File: src/rtl/accum_pkg.sv
package accum_pkg;
  localparam int unsigned CNT_W   = 32;
  localparam int unsigned RES_W   = 16;
  localparam int unsigned N_LANE  = 4;
  localparam int unsigned SEL_W   = $clog2(2 * N_LANE);

  typedef enum logic [1:0] {
    LANE_CHG  = 2'd0,
    LANE_DIS  = 2'd1,
    LANE_TEMP = 2'd2,
    LANE_V2   = 2'd3
  } lane_e;
endpackage

File: src/rtl/accum_steer.sv
module accum_steer
  import accum_pkg::*;
#(
  parameter int unsigned CW = CNT_W,
  parameter int unsigned RW = RES_W,
  parameter int unsigned NL = N_LANE
) (
  input  logic                accum_en,
  input  logic                temp_acc_en,
  input  logic                v2_acc_en,
  input  logic                temp_sel,
  input  logic [RW-1:0]       cur_res,
  input  logic [RW-1:0]       itemp_res,
  input  logic [RW-1:0]       etemp_res,
  input  logic [RW-1:0]       v2_res,
  output logic [NL-1:0]       lane_en,
  output logic [NL-1:0][CW-1:0] lane_add
);
  localparam int unsigned MW  = RW - 1;
  localparam int unsigned PAD = CW - MW;

  function automatic logic [CW-1:0] widen(input logic [RW-1:0] r);
    return {{PAD{1'b0}}, r[MW-1:0]};
  endfunction

  logic cur_neg;
  logic [RW-1:0] temp_pick;

  always_comb begin
    cur_neg   = cur_res[RW-1];
    temp_pick = temp_sel ? etemp_res : itemp_res;

    lane_en                  = '0;
    lane_en[int'(LANE_CHG)]  = accum_en & ~cur_neg;
    lane_en[int'(LANE_DIS)]  = accum_en &  cur_neg;
    lane_en[int'(LANE_TEMP)] = accum_en & temp_acc_en;
    lane_en[int'(LANE_V2)]   = accum_en & v2_acc_en;

    lane_add                  = '0;
    lane_add[int'(LANE_CHG)]  = widen(cur_res);
    lane_add[int'(LANE_DIS)]  = widen(cur_res);
    lane_add[int'(LANE_TEMP)] = widen(temp_pick);
    lane_add[int'(LANE_V2)]   = widen(v2_res);
  end
endmodule

File: src/rtl/accum_lane.sv
module accum_lane #(
  parameter int unsigned W = 32
) (
  input  logic         clk,
  input  logic         rst_n,
  input  logic         tick,
  input  logic         en,
  input  logic [W-1:0] addend,
  input  logic         wr_acc,
  input  logic         wr_tim,
  input  logic [W-1:0] wr_data,
  output logic [W-1:0] acc_q,
  output logic [W-1:0] tim_q
);
  logic step;
  assign step = tick & en;

  always_ff @(posedge clk) begin
    if (!rst_n) begin
      acc_q <= '0;
      tim_q <= '0;
    end else begin
      if (wr_acc)      acc_q <= wr_data;
      else if (step)   acc_q <= acc_q + addend;
      if (wr_tim)      tim_q <= wr_data;
      else if (step)   tim_q <= tim_q + W'(1);
    end
  end

  // host write overrides the update
  a_r10_write_wins: assert property (@(posedge clk) disable iff (!rst_n)
    wr_acc |=> acc_q == $past(wr_data));

  // total grows by the addend on an enabled tick, modulo 2^W
  a_r2_add_step: assert property (@(posedge clk) disable iff (!rst_n)
    (tick && en && !wr_acc) |=> acc_q == $past(acc_q) + $past(addend));

  // timer advances by exactly one while accumulating
  a_r7_timer_step: assert property (@(posedge clk) disable iff (!rst_n)
    (tick && en && !wr_tim) |=> tim_q == $past(tim_q) + W'(1));

  // without a step or write the lane holds
  a_r11_hold_idle: assert property (@(posedge clk) disable iff (!rst_n)
    (!(tick && en) && !wr_acc && !wr_tim) |=> ($stable(acc_q) && $stable(tim_q)));
endmodule

File: src/rtl/accum_bank.sv
module accum_bank
  import accum_pkg::*;
(
  input  logic             clk,
  input  logic             rst_n,
  input  logic             tick,
  input  logic             accum_en,
  input  logic             temp_acc_en,
  input  logic             v2_acc_en,
  input  logic             temp_sel,
  input  logic [RES_W-1:0] cur_res,
  input  logic [RES_W-1:0] itemp_res,
  input  logic [RES_W-1:0] etemp_res,
  input  logic [RES_W-1:0] v2_res,
  input  logic             wr_en,
  input  logic [SEL_W-1:0] wr_sel,
  input  logic [CNT_W-1:0] wr_data,
  input  logic [SEL_W-1:0] rd_sel,
  output logic [CNT_W-1:0] rd_data
);
  localparam int unsigned NREG = 2 * N_LANE;

  logic [N_LANE-1:0]            lane_en;
  logic [N_LANE-1:0][CNT_W-1:0] lane_add;
  logic [NREG-1:0][CNT_W-1:0]   regs;
  logic [NREG-1:0]              wr_hit;

  accum_steer #(.CW(CNT_W), .RW(RES_W), .NL(N_LANE)) u_steer (
    .accum_en    (accum_en),
    .temp_acc_en (temp_acc_en),
    .v2_acc_en   (v2_acc_en),
    .temp_sel    (temp_sel),
    .cur_res     (cur_res),
    .itemp_res   (itemp_res),
    .etemp_res   (etemp_res),
    .v2_res      (v2_res),
    .lane_en     (lane_en),
    .lane_add    (lane_add)
  );

  always_comb begin
    wr_hit = '0;
    if (wr_en) wr_hit[wr_sel] = 1'b1;
  end

  for (genvar g = 0; g < N_LANE; g++) begin : g_lane
    accum_lane #(.W(CNT_W)) u_lane (
      .clk     (clk),
      .rst_n   (rst_n),
      .tick    (tick),
      .en      (lane_en[g]),
      .addend  (lane_add[g]),
      .wr_acc  (wr_hit[g]),
      .wr_tim  (wr_hit[g + N_LANE]),
      .wr_data (wr_data),
      .acc_q   (regs[g]),
      .tim_q   (regs[g + N_LANE])
    );
  end

  assign rd_data = regs[rd_sel];

  // a current tick steers into at most one of charge/discharge
  a_r3_one_side: assert property (@(posedge clk) disable iff (!rst_n)
    (tick && !wr_en) |=> !(regs[4] != $past(regs[4]) && regs[5] != $past(regs[5])));

  // master disable freezes every counter
  a_r8_master_off: assert property (@(posedge clk) disable iff (!rst_n)
    (tick && !accum_en && !wr_en) |=> $stable(regs));
endmodule

File: config.mk
export PLATFORM = sky130hd
export DESIGN_NAME = accum_bank
export DESIGN_NICKNAME = d
export VERILOG_FILES = /design/src/rtl/accum_pkg.sv /design/src/rtl/accum_steer.sv /design/src/rtl/accum_lane.sv /design/src/rtl/accum_bank.sv
export SDC_FILE = /design/constraint.sdc
export NUM_CORES = 1
export LEC_CHECK = 0
export BUFFER_PORTS_ARGS = -buffer_cell sky130_fd_sc_hd__buf_4
export CAP_MARGIN = 20
export CORE_ASPECT_RATIO = 1.25
export CORE_UTILIZATION = 36
export DETAILED_ROUTE_END_ITERATION = 10
export PLACE_DENSITY = 0.48
export SYNTH_ARGS = -nofsm -noshare
export SYNTH_HDL_FRONTEND = slang
export SYNTH_SLANG_ARGS = --single-unit
File: constraint.sdc
create_clock -name clk -period 5.3 [get_ports clk]
set_input_delay 0.53 -clock clk [delete_from_list [all_inputs] [get_ports clk]]
set_output_delay 0.53 -clock clk [all_outputs]
set_load 0.02 [all_outputs]
==> key figures, run 1 <==
Run status
  – Result of the run: complete, no violations

Timing
  – Setup repair after global routing missed its margin: false
  – Achievable frequency: 0.3041 GHz
  – Sum of negative setup slack: 0 ns
  – Final Max Slew Viols: 0
  – Final Hold Violating Endpoints: 0
  – Final critical-path required period: 3.289 ns
  – Clock Skews: 0.008974 ns
  – Share of the clock period used by the worst path after layout: 0.6205
  – Transition at the pin with the smallest max-transition slack: 1.013 ns
  – Total setup violations reported at the end of the flow: 0
  – Relative slew slack: 0.3247

Global route
  – Vias in the first global route: 16.36k
  – Global-route wire length before repair: 99680 µm
  – Pin count of the biggest net entering global routing: 69
  – GRT Resource Usage Total: 0.2559
  – Initial antenna violation count: 0
  – Overall overflow remaining after global route: 0

Pwr
  – Share of total power in combinational logic: 0.180
  – Internal Pwr Total: 3.712 mW
  – Switching Power: 1.564 mW
  – Leakage power summed over all cells: 7.295 nW
  – Peak supply drop: 0.0001783 V
  – Sequential group share of total power: 0.402
  – Pwr per Cell Area: 259.0 mW/mm²
  – Proportion of power drawn by the clock network: 0.418
  – Switching fraction of total power: 0.2964

Clocking
  – Maximum clock insertion buffer count: 3
  – Number of gates resized after cts: 0
  – Number of hold-repair buffers added at the cts stage: 0
  – Worst skew pair latency: 0.58 ns
  – CTS H-tree depth: 1
  – Clock transition time at the flip-flop clock pins of the worst setup and hold paths: 0.06 ns
  – CTS sink count: 256
  – Root buffer cell: clkbuf_16
  – TritonCTS buffer count: 31
  – TritonCTS clock tree: done
  – Number of post-CTS setup repair buffers: 0

Die
  – Starting density of the core: 0.3669
  – Chip height: 250.7 µm
  – CORE AREA: 0.04853 mm²
  – Die area: 0.05036 mm²
  – Std cell rows: 90
  – I/O Pins: 142
  – Die W: 200.9 µm

Yosys
  – Count of different cell masters after synthesis: 73
  – FFs w/ async S/R, synth: 0
  – Most common flop cell mapped by yosys: dfxtp_1
  – Cell type with the largest total area after synthesis: dfxtp_1
  – Netlist area before placement: 0.01781 mm²
  – Post-synth top cells: 256 x dfxtp_1, 214 x nor2_1, 213 x nand2_1, 179 x o21ai_0, 132 x a21oi_1
  – Seq cells post-synth: 256
  – Proportion of netlist area held by the largest area contributor: 0.2878
  – Net count after synthesis: 2345
  – Sequential fraction of the synthesis area: 0.2878
  – Most common cell in the synthesized netlist: dfxtp_1
  – Biggest area contributors in the synthesized netlist: dfxtp_1 29%, mux4_2 8.1%, o21ai_0 5.0%
  – Synthesized netlist cell count: 2167
  – Number of enable-type register cells in the synthesized netlist: 0
  – Yosys warns: 0
  – Synthesized area divided by synthesized cell count: 8.217 µm²

Setup path
  – Startpoint type of the worst setup path: primary input
  – Worst Setup End Kind: output pin
  – Required time reported for the critical path endpoint: 4.77 ns
  – Type of the setup path with the least slack: in2out
  – Critical path data arrival time: 2.76 ns
  – Worst-path fanout max: 43

Finish
  – Area used by multi-input combinational logic: 0.01200 mm²
  – Layout Area Growth over Synthesis: 14.38%
  – Area taken by flip-flops and latches: 0.005125 mm²
  – Number of fill cells in the layout: 4956
  – Final core utilization: 0.4196
  – Fraction of final layout cells with drive strength greater than 1: 0.1617
  – Nets: 2394

Place
  – Sum of net half-perimeters after detailed placement: 48680 µm
  – Number of buffers inserted by port buffering: 138
  – Routability congestion estimate from global placement: 0.8519

Worst hold path
  – Worst min-delay path category: in2reg

Routing
  – Ratio of routed vias to standard cells: 5.812
  – DR vias: 16.76k
  – Pre-Repair DR Iteration Count: 6
  – Remaining DRCs: 0
  – Wire length after detailed routing: 65380 µm
  – Violation count after the first detailed-routing iteration: 1049
  – Wirelength per Cell: 22.67 µm
  – Final antenna-violating net count: 0

Run
  – Max-cap check violation count: 0
[power groups by stage]
| stage | Sequential (mW) | Clock, mW | Combinational, mW |
|---|---|---|---|
| after floorplan | 2.12 | 0 | 0.632 |
| after global placement | 2.16 | 0 | 0.933 |
| after detailed placement | 2.16 | 0 | 0.946 |
| after CTS | 2.12 | 2.25 | 0.951 |
| after global routing | 2.13 | 2.33 | 1.03 |
| final | 2.12 | 2.21 | 0.949 |
[sequential cells by signal (all words and copies together), names as in the netlist]
name	cells
g_lane.u_lane.acc_q	128
g_lane.u_lane.tim_q	128
[cells in the final DEF (no fill, tap or decap), types with 64 or more instances in the layout]
master    instances
mux4_2           64
buf_4           166
dfxtp_1         256
a211oi_1        106
ha_1             64
xor2_1           80
o21ai_0         179
nor2_1          213
nand3_1          65
xnor2_1          99
nand2_1         210
a21oi_1         132
[cell families after synthesis]
group / synth area share
simple gates: 0.1981
flops: 0.2878
compound gates: 0.2204
fa+ha+maj: 0.04947
xor+xnor: 0.08804
buf+inv: 0.04033
mux: 0.1159
[layer usage]
| metal | GRT usage | routed length [µm] |
|---|---|---|
| met5 | 0 | 0 |
| met4 | 0.1210 | 3116 |
| met3 | 0.02368 | 2486 |
| met2 | 0.4473 | 32230 |
| met1 | 0.3152 | 27550 |
[critical path: stages]
cell and delay, ns:
buf_4 0.57, buf_4 0.53, mux4_2 0.62, mux2_2 0.29, buf_4 0.16
[through the flow]
stage | instance area [µm²] | cells | power [mW] | hold WS (ns) | worst slack, ns
global route | 20360 | 2883 | 5.496 | 0.2848 | 1.855
finish | 20370 | 2884 | 5.276 | 0.2873 | 2.011
floorplan | 17810 | 2167 | 2.750 | 0.4599 | 1.850
global placement | 19310 | 2826 | 3.093 | 0.4795 | 1.623
detailed placement | 19310 | 2826 | 3.109 | 0.4907 | 1.595
CTS | 20340 | 2882 | 5.324 | 0.2641 | 1.979
[layout make-up]
class | instances | area share
Clock inverter | 9 | 0.004853
Multi-Input combinational cell | 1725 | 0.5891
Tap cell | 644 | 0.03956
Sequential cell | 256 | 0.2516
Clock buffer | 47 | 0.04595
Inverter | 35 | 0.006573
Timing Repair Buffer | 167 | 0.06217
Antenna cell | 1 | 0.0001229
[path summary, 6_finish.rpt]
| kind | startpoint | end | slack, ns | cells after the start |
|---|---|---|---|---|
| worst max-delay path | rd_sel[0] | rd_data[30] | 2.01 | 5 |
| worst min-delay path | wr_data[2] | g_lane[2].u_lane.acc_q[2] | 0.29 | 3 |
| worst max register to register | g_lane[1].u_lane.acc_q[0] | g_lane[1].u_lane.acc_q[12] | 2.02 | 9 |
| worst min register to register | g_lane[0].u_lane.acc_q[7] | g_lane[0].u_lane.acc_q[7] | 0.50 | 2 |
Note: power is estimated with default switching activity, not from simulation.
==> run 2, diff against run 1 <==
clock period = 3.4 ns   (was 5.3 ns; I/O delays follow)
==> run 2 against run 1 <==
Clock power rose by 55%. Cell count rose by 0.66%. Clock-buffer cell count fell by 4. Combinational power rose by 59%. Sequential power rose by 56%. Via count rose by 0.68%. Utilization rose by 0.35 points. Non-clock buffer count rose by 21. Die area did not move. Largest cell class unchanged.
==> key figures, run 2 (same netlist as run 1, synthesis figures left out) <==
Run status
  – Result of the run: complete, no violations

Pwr
  – Power consumption: 8.236 mW (+56%)
  – Leakage power summed over all cells: 7.394 nW (+1.4%)
  – Pwr per Cell Area: 401.1 mW/mm² (+55%)
  – Peak supply drop: 0.0003444 V (+93%)

Timing
  – Setup slack of the critical path after layout: 0.2499 ns (-1.761 ns)
  – Achievable frequency: 0.3174 GHz
  – Worst hold-check slack: 0.08707 ns (-0.2003 ns)
  – Final Max Slew Viols: 0 (unchanged)
  – Setup repair after global routing missed its margin: false
  – Sum of negative setup slack: 0 ns (unchanged)
  – Final Hold Violating Endpoints: 0 (unchanged)
  – Clock Skews: 0.02079 ns (+0.01182 ns)
  – Share of the clock period used by the worst path after layout: 0.9265
  – Transition at the pin with the smallest max-transition slack: 0.9115 ns (-0.1014 ns)
  – Relative slew slack: 0.3923 (+0.06762)
  – Final critical-path required period: 3.150 ns
  – Total setup violations reported at the end of the flow: 0 (unchanged)

Die
  – Chip height: 250.7 µm (unchanged)
  – Die W: 200.9 µm (unchanged)
  – CORE AREA: 0.04853 mm² (unchanged)
  – Starting density of the core: 0.3669 (unchanged)
  – I/O Pins: 142 (unchanged)
  – Die area: 0.05036 mm² (unchanged)
  – Std cell rows: 90 (unchanged)

Clocking
  – Number of gates resized after cts: 0 (unchanged)
  – CTS H-tree depth: 1 (unchanged)
  – Number of post-CTS setup repair buffers: 0 (unchanged)
  – TritonCTS buffer count: 31 (unchanged)
  – Number of hold-repair buffers added at the cts stage: 0 (unchanged)
  – Maximum clock insertion buffer count: 3 (unchanged)
  – Clock transition time at the flip-flop clock pins of the worst setup and hold paths: 0.06 ns (about the same)
  – CTS sink count: 256 (unchanged)
  – TritonCTS clock tree: done
  – Root buffer cell: clkbuf_16
  – Worst skew pair latency: 0.61 ns (+0.03 ns)

Routing
  – Final antenna-violating net count: 0 (unchanged)
  – DR vias: 16.88k (+0.68%)
  – Wire length after detailed routing: 66190 µm (+1.2%)
  – Wirelength per Cell: 22.80 µm (+0.57%)
  – Remaining DRCs: 0 (unchanged)
  – Ratio of routed vias to standard cells: 5.813 (about the same)
  – Pre-Repair DR Iteration Count: 5 (-1)
  – Violation count after the first detailed-routing iteration: 1060 (+1.0%)

Setup path
  – Worst-path fanout max: 5 (-88%)
  – Type of the setup path with the least slack: reg2reg
  – Reg2Reg Capture Point: g_lane[0].u_lane.acc_q[30]
  – Reg-to-reg critical path startpoint: g_lane[0].u_lane.acc_q[0]
  – Setup slack of the most critical reg-to-reg path: 0.25 ns (-1.77 ns)
  – Worst Setup SP: g_lane[0].u_lane.acc_q[0]
  – Worst Setup End Kind: flop
  – Capture point of the critical path: g_lane[0].u_lane.acc_q[30]
  – Required time reported for the critical path endpoint: 3.91 ns (-0.86 ns)
  – Critical path data arrival time: 3.66 ns (+0.90 ns)
  – Worst-case reg-to-reg path depth: 9 (unchanged)
  – Startpoint type of the worst setup path: flop

Finish
  – Final core utilization: 0.4231 (+0.003481)
  – Fraction of final layout cells with drive strength greater than 1: 0.1696 (+0.007940)
  – Fin cells: 2903 (+0.66%)
  – Post-route cell area: 0.02054 mm² (+0.83%)
  – Most common cell after layout, fill and taps aside: dfxtp_1
  – Layout Area Growth over Synthesis: 15.32%
  – Regs by FF count: g_lane.u_lane.acc_q: 128 flops, g_lane.u_lane.tim_q: 128 flops
  – Most used cells in the layout excluding fill and tap cells: 256 x dfxtp_1, 213 x nor2_1, 210 x nand2_1, 185 x buf_4, 179 x o21ai_0
  – Nets: 2415 (+0.88%)

Place
  – Number of buffers inserted by port buffering: 138 (unchanged)
  – Routability congestion estimate from global placement: 0.8727 (+2.4%)
  – Post-placement setup slack: 0.05533 ns (-1.540 ns)
  – Sum of net half-perimeters after detailed placement: 49440 µm (+1.6%)
  – Total placed cells including tap cells: 2848 (+0.78%)
  – Dpl cell area: 0.01951 mm² (+1.0%)

Global route
  – Vias in the first global route: 16.29k (-0.40%)
  – Global-route wire length before repair: 99820 µm (+0.14%)
  – Pin count of the biggest net entering global routing: 67 (-2.9%)
  – Overall overflow remaining after global route: 0 (unchanged)
  – GRT Resource Usage Total: 0.2586 (+0.002698)
  – Initial antenna violation count: 0 (unchanged)

Worst hold path
  – Worst min-delay path category: in2reg

Run
  – Max-cap check violation count: 0 (unchanged)
-- run 2: worst min-delay path by stage --
stage                               startpoint                          to  slack, ns  cells past startpoint
floorplan           g_lane[0].u_lane.acc_q[12]  g_lane[0].u_lane.acc_q[12]       0.46                      2
global placement     g_lane[1].u_lane.acc_q[3]   g_lane[1].u_lane.acc_q[3]       0.48                      2
detailed placement   g_lane[1].u_lane.acc_q[7]   g_lane[1].u_lane.acc_q[7]       0.49                      2
CTS                                 wr_data[2]   g_lane[1].u_lane.acc_q[2]       0.06                      3
global route                        wr_data[2]   g_lane[2].u_lane.acc_q[2]       0.09                      3
finish                              wr_data[2]   g_lane[2].u_lane.acc_q[2]       0.09                      3
-- run 2: routing by layer --
metal	vias to the layer above	wire length, µm	GRT usage
met3	118	2749	0.02394
met4	0	3499	0.1328
met5	-	0	0
li1	8180	-	-
met2	474	32010	0.4450
met1	8103	27930	0.3203
-- run 2: final cells by class --
| cell class | instances | area [µm²] |
|---|---|---|
| Fill cell | 4870 | 28000 |
| Multi-Input combinational cell | 1725 | 12000 |
| Sequential cell | 256 | 5125 |
| Timing Repair Buffer | 188 | 1449 |
| Clock buffer | 43 | 900.9 |
| Tap cell | 644 | 805.8 |
| Inverter | 35 | 133.9 |
| Clock inverter | 11 | 120.1 |
| Antenna cell | 1 | 2.502 |
-- run 2: power by group --
part / internal (mW) / total (mW) / leakage (nW) / switching, mW
Clock: 1.99 / 3.42 / 0.514 / 1.44
Sequential: 3.14 / 3.31 / 2.08 / 0.168
Combinational: 0.634 / 1.51 / 4.80 / 0.872
-- run 2: worst max-delay path, cell delays in order, from the launching register on --
cell	delay, ns
dfxtp_1	0.38
ha_1	0.23
fa_1	0.24
a21o_1	0.15
a21boi_0	0.13
o21a_1	0.28
a211oi_1	0.69
nor2_1	0.32
or4_1	0.46
a31oi_1	0.16
